## src/rtl/stksel_pkg.sv

```systemverilog
package stksel_pkg;

    typedef enum logic [1:0] {
        ST_IDLE   = 2'd0,
        ST_SWITCH = 2'd1,
        ST_KEEP   = 2'd2,
        ST_FAULT  = 2'd3
    } stksel_state_e;

    localparam logic [7:0] BAD_TASK_STATE_VEC = 8'd10;

endpackage

```

## src/rtl/stksel_regfile.sv

```systemverilog
module stksel_regfile #(
    parameter int PTR_W     = 64,
    parameter int SEL_W     = 16,
    parameter int NUM_LVL   = 3,
    parameter int NUM_IST   = 7,
    parameter int IDX_W     = 4,
    parameter int IST_BASE  = 1,
    parameter int LPTR_BASE = 8,
    parameter int LSEL_BASE = 12
) (
    input  logic                       clk,
    input  logic                       rst,
    input  logic                       wr_en,
    input  logic [IDX_W-1:0]           wr_idx,
    input  logic [PTR_W-1:0]           wr_data,
    output logic [NUM_LVL*PTR_W-1:0]   lvl_ptr,
    output logic [NUM_LVL*SEL_W-1:0]   lvl_sel,
    output logic [NUM_IST*PTR_W-1:0]   ist_ptr
);

    // Alternate-stack pointers, slot n lives at index IST_BASE + n - 1
    for (genvar g = 0; g < NUM_IST; g++) begin : g_ist
        logic [PTR_W-1:0] q;
        always_ff @(posedge clk) begin
            if (rst) begin
                q <= '0;
            end else if (wr_en && (wr_idx == IDX_W'(IST_BASE + g))) begin
                q <= wr_data;
            end
        end
        assign ist_ptr[g*PTR_W +: PTR_W] = q;
    end

    // Per-level pointer and selector pairs
    for (genvar l = 0; l < NUM_LVL; l++) begin : g_lvl
        logic [PTR_W-1:0] p_q;
        logic [SEL_W-1:0] s_q;
        always_ff @(posedge clk) begin
            if (rst) begin
                p_q <= '0;
            end else if (wr_en && (wr_idx == IDX_W'(LPTR_BASE + l))) begin
                p_q <= wr_data;
            end
        end
        always_ff @(posedge clk) begin
            if (rst) begin
                s_q <= '0;
            end else if (wr_en && (wr_idx == IDX_W'(LSEL_BASE + l))) begin
                s_q <= wr_data[SEL_W-1:0];
            end
        end
        assign lvl_ptr[l*PTR_W +: PTR_W] = p_q;
        assign lvl_sel[l*SEL_W +: SEL_W] = s_q;
    end

endmodule

```

## src/rtl/stksel_decide.sv

```systemverilog
module stksel_decide
    import stksel_pkg::*;
#(
    parameter int PTR_W    = 64,
    parameter int SEL_W    = 16,
    parameter int NUM_LVL  = 3,
    parameter int NUM_IST  = 7,
    parameter int PL_W     = 2,
    parameter int IST_W    = 3,
    parameter int NARROW_W = 32
) (
    input  logic [PL_W-1:0]            cur_pl,
    input  logic [PL_W-1:0]            tgt_pl,
    input  logic [IST_W-1:0]           ist_idx,
    input  logic                       tr_valid,
    input  logic                       long_mode,
    input  logic [NUM_LVL*PTR_W-1:0]   lvl_ptr,
    input  logic [NUM_LVL*SEL_W-1:0]   lvl_sel,
    input  logic [NUM_IST*PTR_W-1:0]   ist_ptr,
    output stksel_state_e              kind,
    output logic [SEL_W-1:0]           nxt_sel,
    output logic [PTR_W-1:0]           nxt_ptr
);

    localparam logic [PTR_W-1:0] NARROW_MASK =
        {{(PTR_W-NARROW_W){1'b0}}, {NARROW_W{1'b1}}};

    logic             use_alt;
    logic             inward;
    logic             need_new;
    logic [PTR_W-1:0] lvl_pick;
    logic [PTR_W-1:0] alt_pick;
    logic [PTR_W-1:0] raw_ptr;

    assign use_alt  = (ist_idx != '0);
    assign inward   = (tgt_pl < cur_pl);
    assign need_new = use_alt || inward;

    always_comb begin
        nxt_sel  = '0;
        lvl_pick = '0;
        for (int i = 0; i < NUM_LVL; i++) begin
            if (tgt_pl == PL_W'(i)) begin
                nxt_sel  = lvl_sel[i*SEL_W +: SEL_W];
                lvl_pick = lvl_ptr[i*PTR_W +: PTR_W];
            end
        end
    end

    always_comb begin
        alt_pick = '0;
        for (int i = 0; i < NUM_IST; i++) begin
            if (ist_idx == IST_W'(i + 1)) begin
                alt_pick = ist_ptr[i*PTR_W +: PTR_W];
            end
        end
    end

    assign raw_ptr = use_alt ? alt_pick : lvl_pick;
    assign nxt_ptr = long_mode ? raw_ptr : (raw_ptr & NARROW_MASK);

    always_comb begin
        if (!need_new) begin
            kind = ST_KEEP;
        end else if (!tr_valid) begin
            kind = ST_FAULT;
        end else begin
            kind = ST_SWITCH;
        end
    end

endmodule

```

## src/rtl/stksel_ctrl.sv

```systemverilog
module stksel_ctrl
    import stksel_pkg::*;
#(
    parameter int PTR_W = 64,
    parameter int SEL_W = 16,
    parameter int VEC_W = 8
) (
    input  logic                clk,
    input  logic                rst,
    input  logic                req,
    input  stksel_state_e       kind,
    input  logic [SEL_W-1:0]    nxt_sel,
    input  logic [PTR_W-1:0]    nxt_ptr,
    output logic                out_valid,
    output logic [SEL_W-1:0]    out_sel,
    output logic [PTR_W-1:0]    out_ptr,
    output logic                keep_stack,
    output logic                fault,
    output logic [VEC_W-1:0]    fault_vec
);

    stksel_state_e state_q;
    stksel_state_e state_d;

    // Next state: decide / chain on a strobe, retire otherwise
    always_comb begin
        state_d = ST_IDLE;
        unique case (state_q)
            ST_IDLE:   state_d = req ? kind : ST_IDLE;
            ST_SWITCH: state_d = req ? kind : ST_IDLE;
            ST_KEEP:   state_d = req ? kind : ST_IDLE;
            ST_FAULT:  state_d = req ? kind : ST_IDLE;
        endcase
    end

    always_ff @(posedge clk) begin
        if (rst) begin
            state_q <= ST_IDLE;
        end else begin
            state_q <= state_d;
        end
    end

    // Delivered stack, loaded only on a switch decision
    always_ff @(posedge clk) begin
        if (rst) begin
            out_sel <= '0;
            out_ptr <= '0;
        end else if (req && (kind == ST_SWITCH)) begin
            out_sel <= nxt_sel;
            out_ptr <= nxt_ptr;
        end
    end

    always_comb begin
        out_valid  = 1'b0;
        keep_stack = 1'b0;
        fault      = 1'b0;
        fault_vec  = '0;
        unique case (state_q)
            ST_IDLE:   ;
            ST_SWITCH: out_valid = 1'b1;
            ST_KEEP:   keep_stack = 1'b1;
            ST_FAULT: begin
                fault     = 1'b1;
                fault_vec = VEC_W'(BAD_TASK_STATE_VEC);
            end
        endcase
    end

endmodule

```

## src/rtl/stksel_top.sv

```systemverilog
module stksel_top
    import stksel_pkg::*;
#(
    parameter int PTR_W    = 64,
    parameter int SEL_W    = 16,
    parameter int PL_W     = 2,
    parameter int IST_W    = 3,
    parameter int IDX_W    = 4,
    parameter int VEC_W    = 8,
    parameter int NARROW_W = 32
) (
    input  logic                clk,
    input  logic                rst,
    input  logic                req,
    input  logic [PL_W-1:0]     cur_pl,
    input  logic [PL_W-1:0]     tgt_pl,
    input  logic [IST_W-1:0]    ist_idx,
    input  logic                tr_valid,
    input  logic                long_mode,
    input  logic                wr_en,
    input  logic [IDX_W-1:0]    wr_idx,
    input  logic [PTR_W-1:0]    wr_data,
    output logic                out_valid,
    output logic [SEL_W-1:0]    out_sel,
    output logic [PTR_W-1:0]    out_ptr,
    output logic                keep_stack,
    output logic                fault,
    output logic [VEC_W-1:0]    fault_vec
);

    localparam int NUM_LVL   = (1 << PL_W) - 1;
    localparam int NUM_IST   = (1 << IST_W) - 1;
    localparam int IST_BASE  = 1;
    localparam int LPTR_BASE = 1 << (IDX_W - 1);
    localparam int LSEL_BASE = LPTR_BASE + (1 << (IDX_W - 2));

    logic [NUM_LVL*PTR_W-1:0] lvl_ptr;
    logic [NUM_LVL*SEL_W-1:0] lvl_sel;
    logic [NUM_IST*PTR_W-1:0] ist_ptr;
    stksel_state_e            kind;
    logic [SEL_W-1:0]         nxt_sel;
    logic [PTR_W-1:0]         nxt_ptr;

    stksel_regfile #(
        .PTR_W(PTR_W), .SEL_W(SEL_W), .NUM_LVL(NUM_LVL), .NUM_IST(NUM_IST),
        .IDX_W(IDX_W), .IST_BASE(IST_BASE), .LPTR_BASE(LPTR_BASE),
        .LSEL_BASE(LSEL_BASE)
    ) u_rf (
        .clk(clk), .rst(rst), .wr_en(wr_en), .wr_idx(wr_idx),
        .wr_data(wr_data), .lvl_ptr(lvl_ptr), .lvl_sel(lvl_sel),
        .ist_ptr(ist_ptr)
    );

    stksel_decide #(
        .PTR_W(PTR_W), .SEL_W(SEL_W), .NUM_LVL(NUM_LVL), .NUM_IST(NUM_IST),
        .PL_W(PL_W), .IST_W(IST_W), .NARROW_W(NARROW_W)
    ) u_dec (
        .cur_pl(cur_pl), .tgt_pl(tgt_pl), .ist_idx(ist_idx),
        .tr_valid(tr_valid), .long_mode(long_mode), .lvl_ptr(lvl_ptr),
        .lvl_sel(lvl_sel), .ist_ptr(ist_ptr), .kind(kind),
        .nxt_sel(nxt_sel), .nxt_ptr(nxt_ptr)
    );

    stksel_ctrl #(
        .PTR_W(PTR_W), .SEL_W(SEL_W), .VEC_W(VEC_W)
    ) u_ctl (
        .clk(clk), .rst(rst), .req(req), .kind(kind), .nxt_sel(nxt_sel),
        .nxt_ptr(nxt_ptr), .out_valid(out_valid), .out_sel(out_sel),
        .out_ptr(out_ptr), .keep_stack(keep_stack), .fault(fault),
        .fault_vec(fault_vec)
    );

endmodule

```

## config.mk

```make
export PLATFORM = sky130hd
export DESIGN_NAME = stksel_top
export DESIGN_NICKNAME = d
export VERILOG_FILES = /design/src/rtl/stksel_pkg.sv /design/src/rtl/stksel_regfile.sv /design/src/rtl/stksel_decide.sv /design/src/rtl/stksel_ctrl.sv /design/src/rtl/stksel_top.sv
export SDC_FILE = /design/constraint.sdc
export NUM_CORES = 2
export LEC_CHECK = 0
export ABC_AREA = 1
export BUFFER_PORTS_ARGS = -buffer_cell sky130_fd_sc_hd__buf_2
export CAP_MARGIN = 0
export CORE_MARGIN = 2
export CORE_UTILIZATION = 45
export DETAILED_ROUTE_END_ITERATION = 16
export PLACE_DENSITY = 0.71
export SLEW_MARGIN = 20
export SYNTH_ARGS = -nofsm -noshare
export SYNTH_HDL_FRONTEND = slang
export SYNTH_HIERARCHICAL = 1
export SYNTH_SLANG_ARGS = --single-unit
```

## constraint.sdc

```tcl
create_clock -name clk -period 2.1 [get_ports clk]
set_input_delay 0.42 -clock clk [delete_from_list [all_inputs] [get_ports clk]]
set_output_delay 0.42 -clock clk [all_outputs]
set_load 0.1 [all_outputs]
```

Word-level counts from Yosys, hierarchy flattened
Index checks and enable logic that the tools add are counted.
{ "classes": {"order_cmp": 1, "eq_ne": 26, "n_mux": 23, "reduce_logical": 19} }
{ "ops": {"columns": ["cell", "count"], "rows": [
  ["$mux W64", 12],
  ["$mux W16", 3],
  ["$eq A4 B4 Y1 const B", 6],
  ["$eq A4 B3 Y1 const B", 4],
  ["$logic_and A1 B1 Y1", 14],
  ["$eq A3 B3 Y1 const B", 4],
  ["$eq A4 B2 Y1 const B", 2],
  ["$mux W2", 4],
  ["$eq A2 B1 Y1 const B", 3],
  ["$eq A2 B2 Y1 const B", 3],
  ["$eq A3 B2 Y1 const B", 2],
  ["$eq A4 B1 Y1 const B", 1],
  ["$logic_not A2 Y1", 2],
  ["$mux W4", 1],
  ["$reduce_or A4 Y1", 1],
  ["$eq A3 B1 Y1 const B", 1],
  ["$mux W1", 3],
  ["$reduce_bool A3 Y1", 1],
  ["$lt A2 B2 Y1", 1],
  ["$logic_or A1 B1 Y1", 1]
]} }
{ "totals": {"regBits": 770, "inputBits": 81, "out_inout_bits": 91, "word_cells": 85} }

Depth between registers and ports, before layout
{ "depth": {"word_depth": 10, "depth_mapped": 14, "ltp_nobuf": 11} }

Cells and area by module
Netlist, hierarchy kept.
{ "modules_own_cells": {"columns": ["module", "instances", "cells_per_inst", "area_each_um2", "seq_area_each_um2"], "rows": [
  ["stksel_regfile", 1, 3881, 27139.8, 13773.2],
  ["stksel_decide", 1, 1197, 5300.1, 0.0],
  ["stksel_ctrl", 1, 529, 3384.5, 1641.6]
]} }

Worst setup path after synthesis
OpenSTA, ideal clock, no wires.
{ "synth_path": {"kind": "reg-to-output", "startpoint": "register u_ctl.state_q[1]", "endpoint": "output port keep_stack", "arrival_time_ps": 1620, "setup_slack_ps": 60, "stages_incl_launch_ff": 3, "n_path_buf": 0, "cell_sequence": "dfxtp_1 > inv_1 > nor2_1"} }
{ "synth_via": {"elab_chain_len": 2} }
{ "synth_lines": {"columns": ["element", "line_no", "source"], "rows": [
  ["start, declared", "stksel_ctrl.sv:22", "stksel_state_e state_q;"],
  ["start signal, assigned", "stksel_ctrl.sv:40", "state_q <= state_d;"],
  ["$eq A2 B2 Y1", "stksel_ctrl.sv:60", "unique case (state_q)"],
  ["$mux W1", "stksel_ctrl.sv:60", null],
  ["end, declared", "stksel_top.sv:26", "output logic keep_stack,"]
]} }
Every way passes these cells.

Final worst setup path
{ "layout_path": {"startpoint": "register u_ctl.out_ptr[1]", "endpoint": "output port out_ptr[1]"} }
{ "layout_rtl": {"columns": ["element", "line_no", "source"], "rows": [
  ["start, declared", "stksel_ctrl.sv:16", "output logic [PTR_W-1:0] out_ptr,"],
  ["start signal, assigned", "stksel_ctrl.sv:51", "out_ptr <= nxt_ptr;"],
  ["end, declared", "stksel_top.sv:25", "output logic [PTR_W-1:0] out_ptr,"]
]} }
No word-level cell between the ends.

==> impl_results.md <==
- Number of gates given a new drive strength after cts: 0
- Area of the core region: about 80,000 µm²
- Share of flip-flops with an asynchronous set or reset: 0%
- End point of the worst hold path: u_ctl/state_q[0]$_SDFF_PP0_
- Area share of the largest cell type after synthesis: between 40 and 50%
- Post-Syn Instances: roughly 5,600
- Cell with the most instances after synthesis: nand2_1
- Cell type of the slowest stage on the worst timing path: buf_2
- Layout filler cell count: around 7,900
- Post-synth EDFFs: 0
- Die X-Extent: around 290 µm
- Reg-to-reg critical path startpoint: u_rf/g_lvl[1].p_q[34]$_SDFFE_PP0P_
- Worst setup slack before clock tree synthesis: -164 ps
- Final core occ: between 50% and 60%
- Internal portion of total power: around 24 mW
- Clock transition at path regs: approximately 60 ps
- Overall power of the completed layout: about 34 mW
- Hold crit path type: input port to flop
- Final Routed Wirelength: around 120 mm
- Depth of the most critical reg-to-reg path: 10
- Critical path data required time: about 1700 ps
- Number of setup buffers added after CTS: 0
- Total number of vias: about 36,000
- Top cells by area, synth: dfxtp_1, nand2_1, nor2_1
- Maximum buffer depth of the clock tree: 3
- PortBufs: approximately 170
- Iteration count of the initial detailed-routing pass: 6
- Placement-stage cell area: slightly below 40,000 µm²
- Deepest level of the CTS H-tree: 3
- Worst IR drop on VDD: between 0.5 and 0.6 mV
- Root buffer selected by CTS: clkbuf_16
- Upper clock frequency limit: 509 MHz
- Slack of the critical path: around 130 ps
- Path type of the worst setup path: flop to output pin
- Warning count from the yosys run: 6
- Gp weighted congestion: between 0.8 and 0.9
- Total area of sequential cells: roughly 15,000 µm²
- Depth of the worst hold-timing path: 2
- Switching part of the total power: 27.8%
- Sequential share of power: between 40% and 50%
- Area occupied by multi-input gates: around 17,000 µm²
- Startpoint type of the worst setup path: flop
- Initial standard-cell utilization of the core: about 45%
- Clock skew: about 23 ps
- Total routing usage reported by global routing: ~28%
- I/O pin cnt: approximately 170
- Leakage: between 15 and 20 nW
- Part of the power in combinational logic: between 10% and 20%
- Most frequent cells after synthesis: nand2_1, nor2_1, dfxtp_1
- Share of layout cells above drive strength 1: under 10%
- Max-capacitance violation count: 0
- Hold bufs inserted after CTS: 0
- HP Start: rst
- Peak fanout along the critical path: 2
- Dominant synthesized flop cell: dfxtp_1
- Worst max-slew margin expressed relative to the limit: 38.6%
- Reg2reg end: u_ctl/out_ptr[34]$_SDFFE_PP0P_
- Area growth from synthesis to layout: 14.6%
- # nets final: roughly 5,700
- Critical Path End Type: output pin
- Final slew viol count: 0
- Worst reg2reg setup slack: between 700 and 800 ps
- Cell-by-cell listing of the critical path: buf_2
- Register area share after synthesis: ~43%
- Critical Path Max Stage Delay: approximately 470 ps
- Sink count of the clock tree: 770
- Power per cell area: around 800 nW/µm²
- Final cycle utilization of the critical path: 93.6%
- Placed wire-length estimate: just over 70 mm
- Clock tree from TritonCTS: done
- Time the final worst path needs with I/O delays and setup: slightly below 2000 ps
- DIE HEIGHT: around 290 µm
- Wire length of the first global-routing pass: 184 mm
- Maximum number of pins on one net before global-route repair: 106
- DRC: 0
- Mean instance size in the synthesized netlist: about 6.4 µm²
- Buf+Inv Stages, Crit Path: 1
- Clock buffer count from CTS: 80
- Number of setup violations in the final report: 0
- Biggest area consumer among synthesized cells: dfxtp_1
- Detail Route Antenna Nets: 0
- Antenna violations before repair: 0
- Row count: ~100
- Violation count after the first detailed-route iteration: around 3,700
- Ratio of routed vias to standard cells: 5.31
- Actual slew at the worst max-slew pin: roughly 900 ps
- Final-report hold violation count: 0
- Number of global-route vias before repair: 33,389
- CP delay by family, top: buffers and inverters
- Avg WL per Cell: around 17 µm
- Netlist Area Pre-Place: 35,800 µm²
- Status: finished clean
- Flip-flop and latch count after synthesis: between 700 and 800
- Data arrival time at the worst-slack endpoint: 1550 ps
- Setup repair after global routing missed its margin: no
- Full die area: 81,900 µm²
- Source-to-sink clock delay at the later pin of the worst-skew pair: 630 ps
- Grt total ovfl: 0
- Share of total power in the clock network: between 40% and 50%
- Psw: 9.36 mW
- Distinct cell type count of the synthesized netlist: 28
- Cell area after layout: about 41,000 µm²
-- cell families (layout without fill, tap and decap cells) --
logic type | Yosys count | in the layout | share of synthesized area, %
AO/OA/AOI/OAI | 133 | 133 | 2.23
adder cells (fa/ha/maj) | 1 | 1 | 0.0349
buffers and inverters | 695 | 767 | 8.88
flip-flops | 770 | 770 | 43.0
other | 1 | 8 | 0.0105
AND/OR/NAND/NOR | 4007 | 4007 | 45.8
-- registers in the layout, summed over array words and instances, names as in the netlist --
signal,flops
u_rf/g_ist.q,448
u_rf/g_lvl.s_q,48
u_ctl/out_sel,16
u_ctl/state_q,2
u_ctl/out_ptr,64
u_rf/g_lvl.p_q,192
-- per-layer routing --
metal | routed length (µm) | track usage [%] | vias to the layer above
met1 | 49100 | 37.0 | 16505
met2 | 53400 | 45.6 | 1523
li1 | - | - | 17496
met4 | 4130 | 11.4 | 0
met3 | 10000 | 4.06 | 252
met5 | 0 | 0 | -
-- cells in the final DEF, fill, tap and decap left out, types with 3 or more instances in the layout --
cell type,instances
a21oi_1,95
nand3_1,502
buf_4,113
o221ai_1,32
inv_2,6
buf_12,87
clkbuf_16,82
nand2_1,1653
nor2_4,16
clkbuf_8,18
nand3_2,3
or2_2,7
buf_2,164
inv_1,204
dfxtp_1,770
nor3_4,6
o21bai_1,3
bufinv_16,3
clkinv_1,49
clkinv_2,11
clkbuf_1,21
nor2_1,1587
conb_1,6
inv_4,3
nand4_1,232
-- power groups by stage --
stage	registers, mW	logic, mW	clock network (mW)
2_1_floorplan	16.2	2.18	0
3_3_place_gp	15.5	4.18	0
3_5_place_dp	15.5	4.21	0
4_1_cts	15.2	4.23	14.3
5_1_grt	15.3	4.60	14.9
6_report	15.2	4.28	14.2
-- per-stage QoR --
step | std cells | hold slack, ps | TNS (ps)
6_report | 6736 | 94.6 | 0
5_1_grt | 6734 | 104 | 0
4_1_cts | 6734 | 62.8 | 0
3_5_place_dp | 6595 | 466 | -7750
3_3_place_gp | 6595 | 456 | -5360
2_1_floorplan | 5612 | 447 | 0
-- worst max path at each step --
| stage | depth (start not counted) | startpoint | endpoint | slack, ps |
|---|---|---|---|---|
| floorplan | 2 | u_ctl/state_q[1]$_SDFF_PP0_ | keep_stack | 60 |
| global placement | 12 | cur_pl[1] | u_ctl/out_ptr[11]$_SDFFE_PP0P_ | -120 |
| detailed placement | 11 | tgt_pl[1] | u_ctl/out_ptr[7]$_SDFFE_PP0P_ | -160 |
| CTS | 3 | u_ctl/state_q[1]$_SDFF_PP0_ | fault | 110 |
| global route | 3 | u_ctl/state_q[1]$_SDFF_PP0_ | fault_vec[1] | 60 |
| finish | 1 | u_ctl/out_ptr[1]$_SDFFE_PP0P_ | out_ptr[1] | 130 |
-- area by class of cell --
type | count | share of cell area (%)
Multi-Input combinational cell | 4147 | 42.2
Sequential cell | 770 | 37.6
Timing Repair Buffer | 364 | 8.31
Clock buffer | 121 | 5.79
Tap cell | 1050 | 3.20
Inverter | 264 | 2.45
Clock inverter | 18 | 0.463
Antenna cell | 2 | 0.0122
Power figures use the tool's default switching activity.
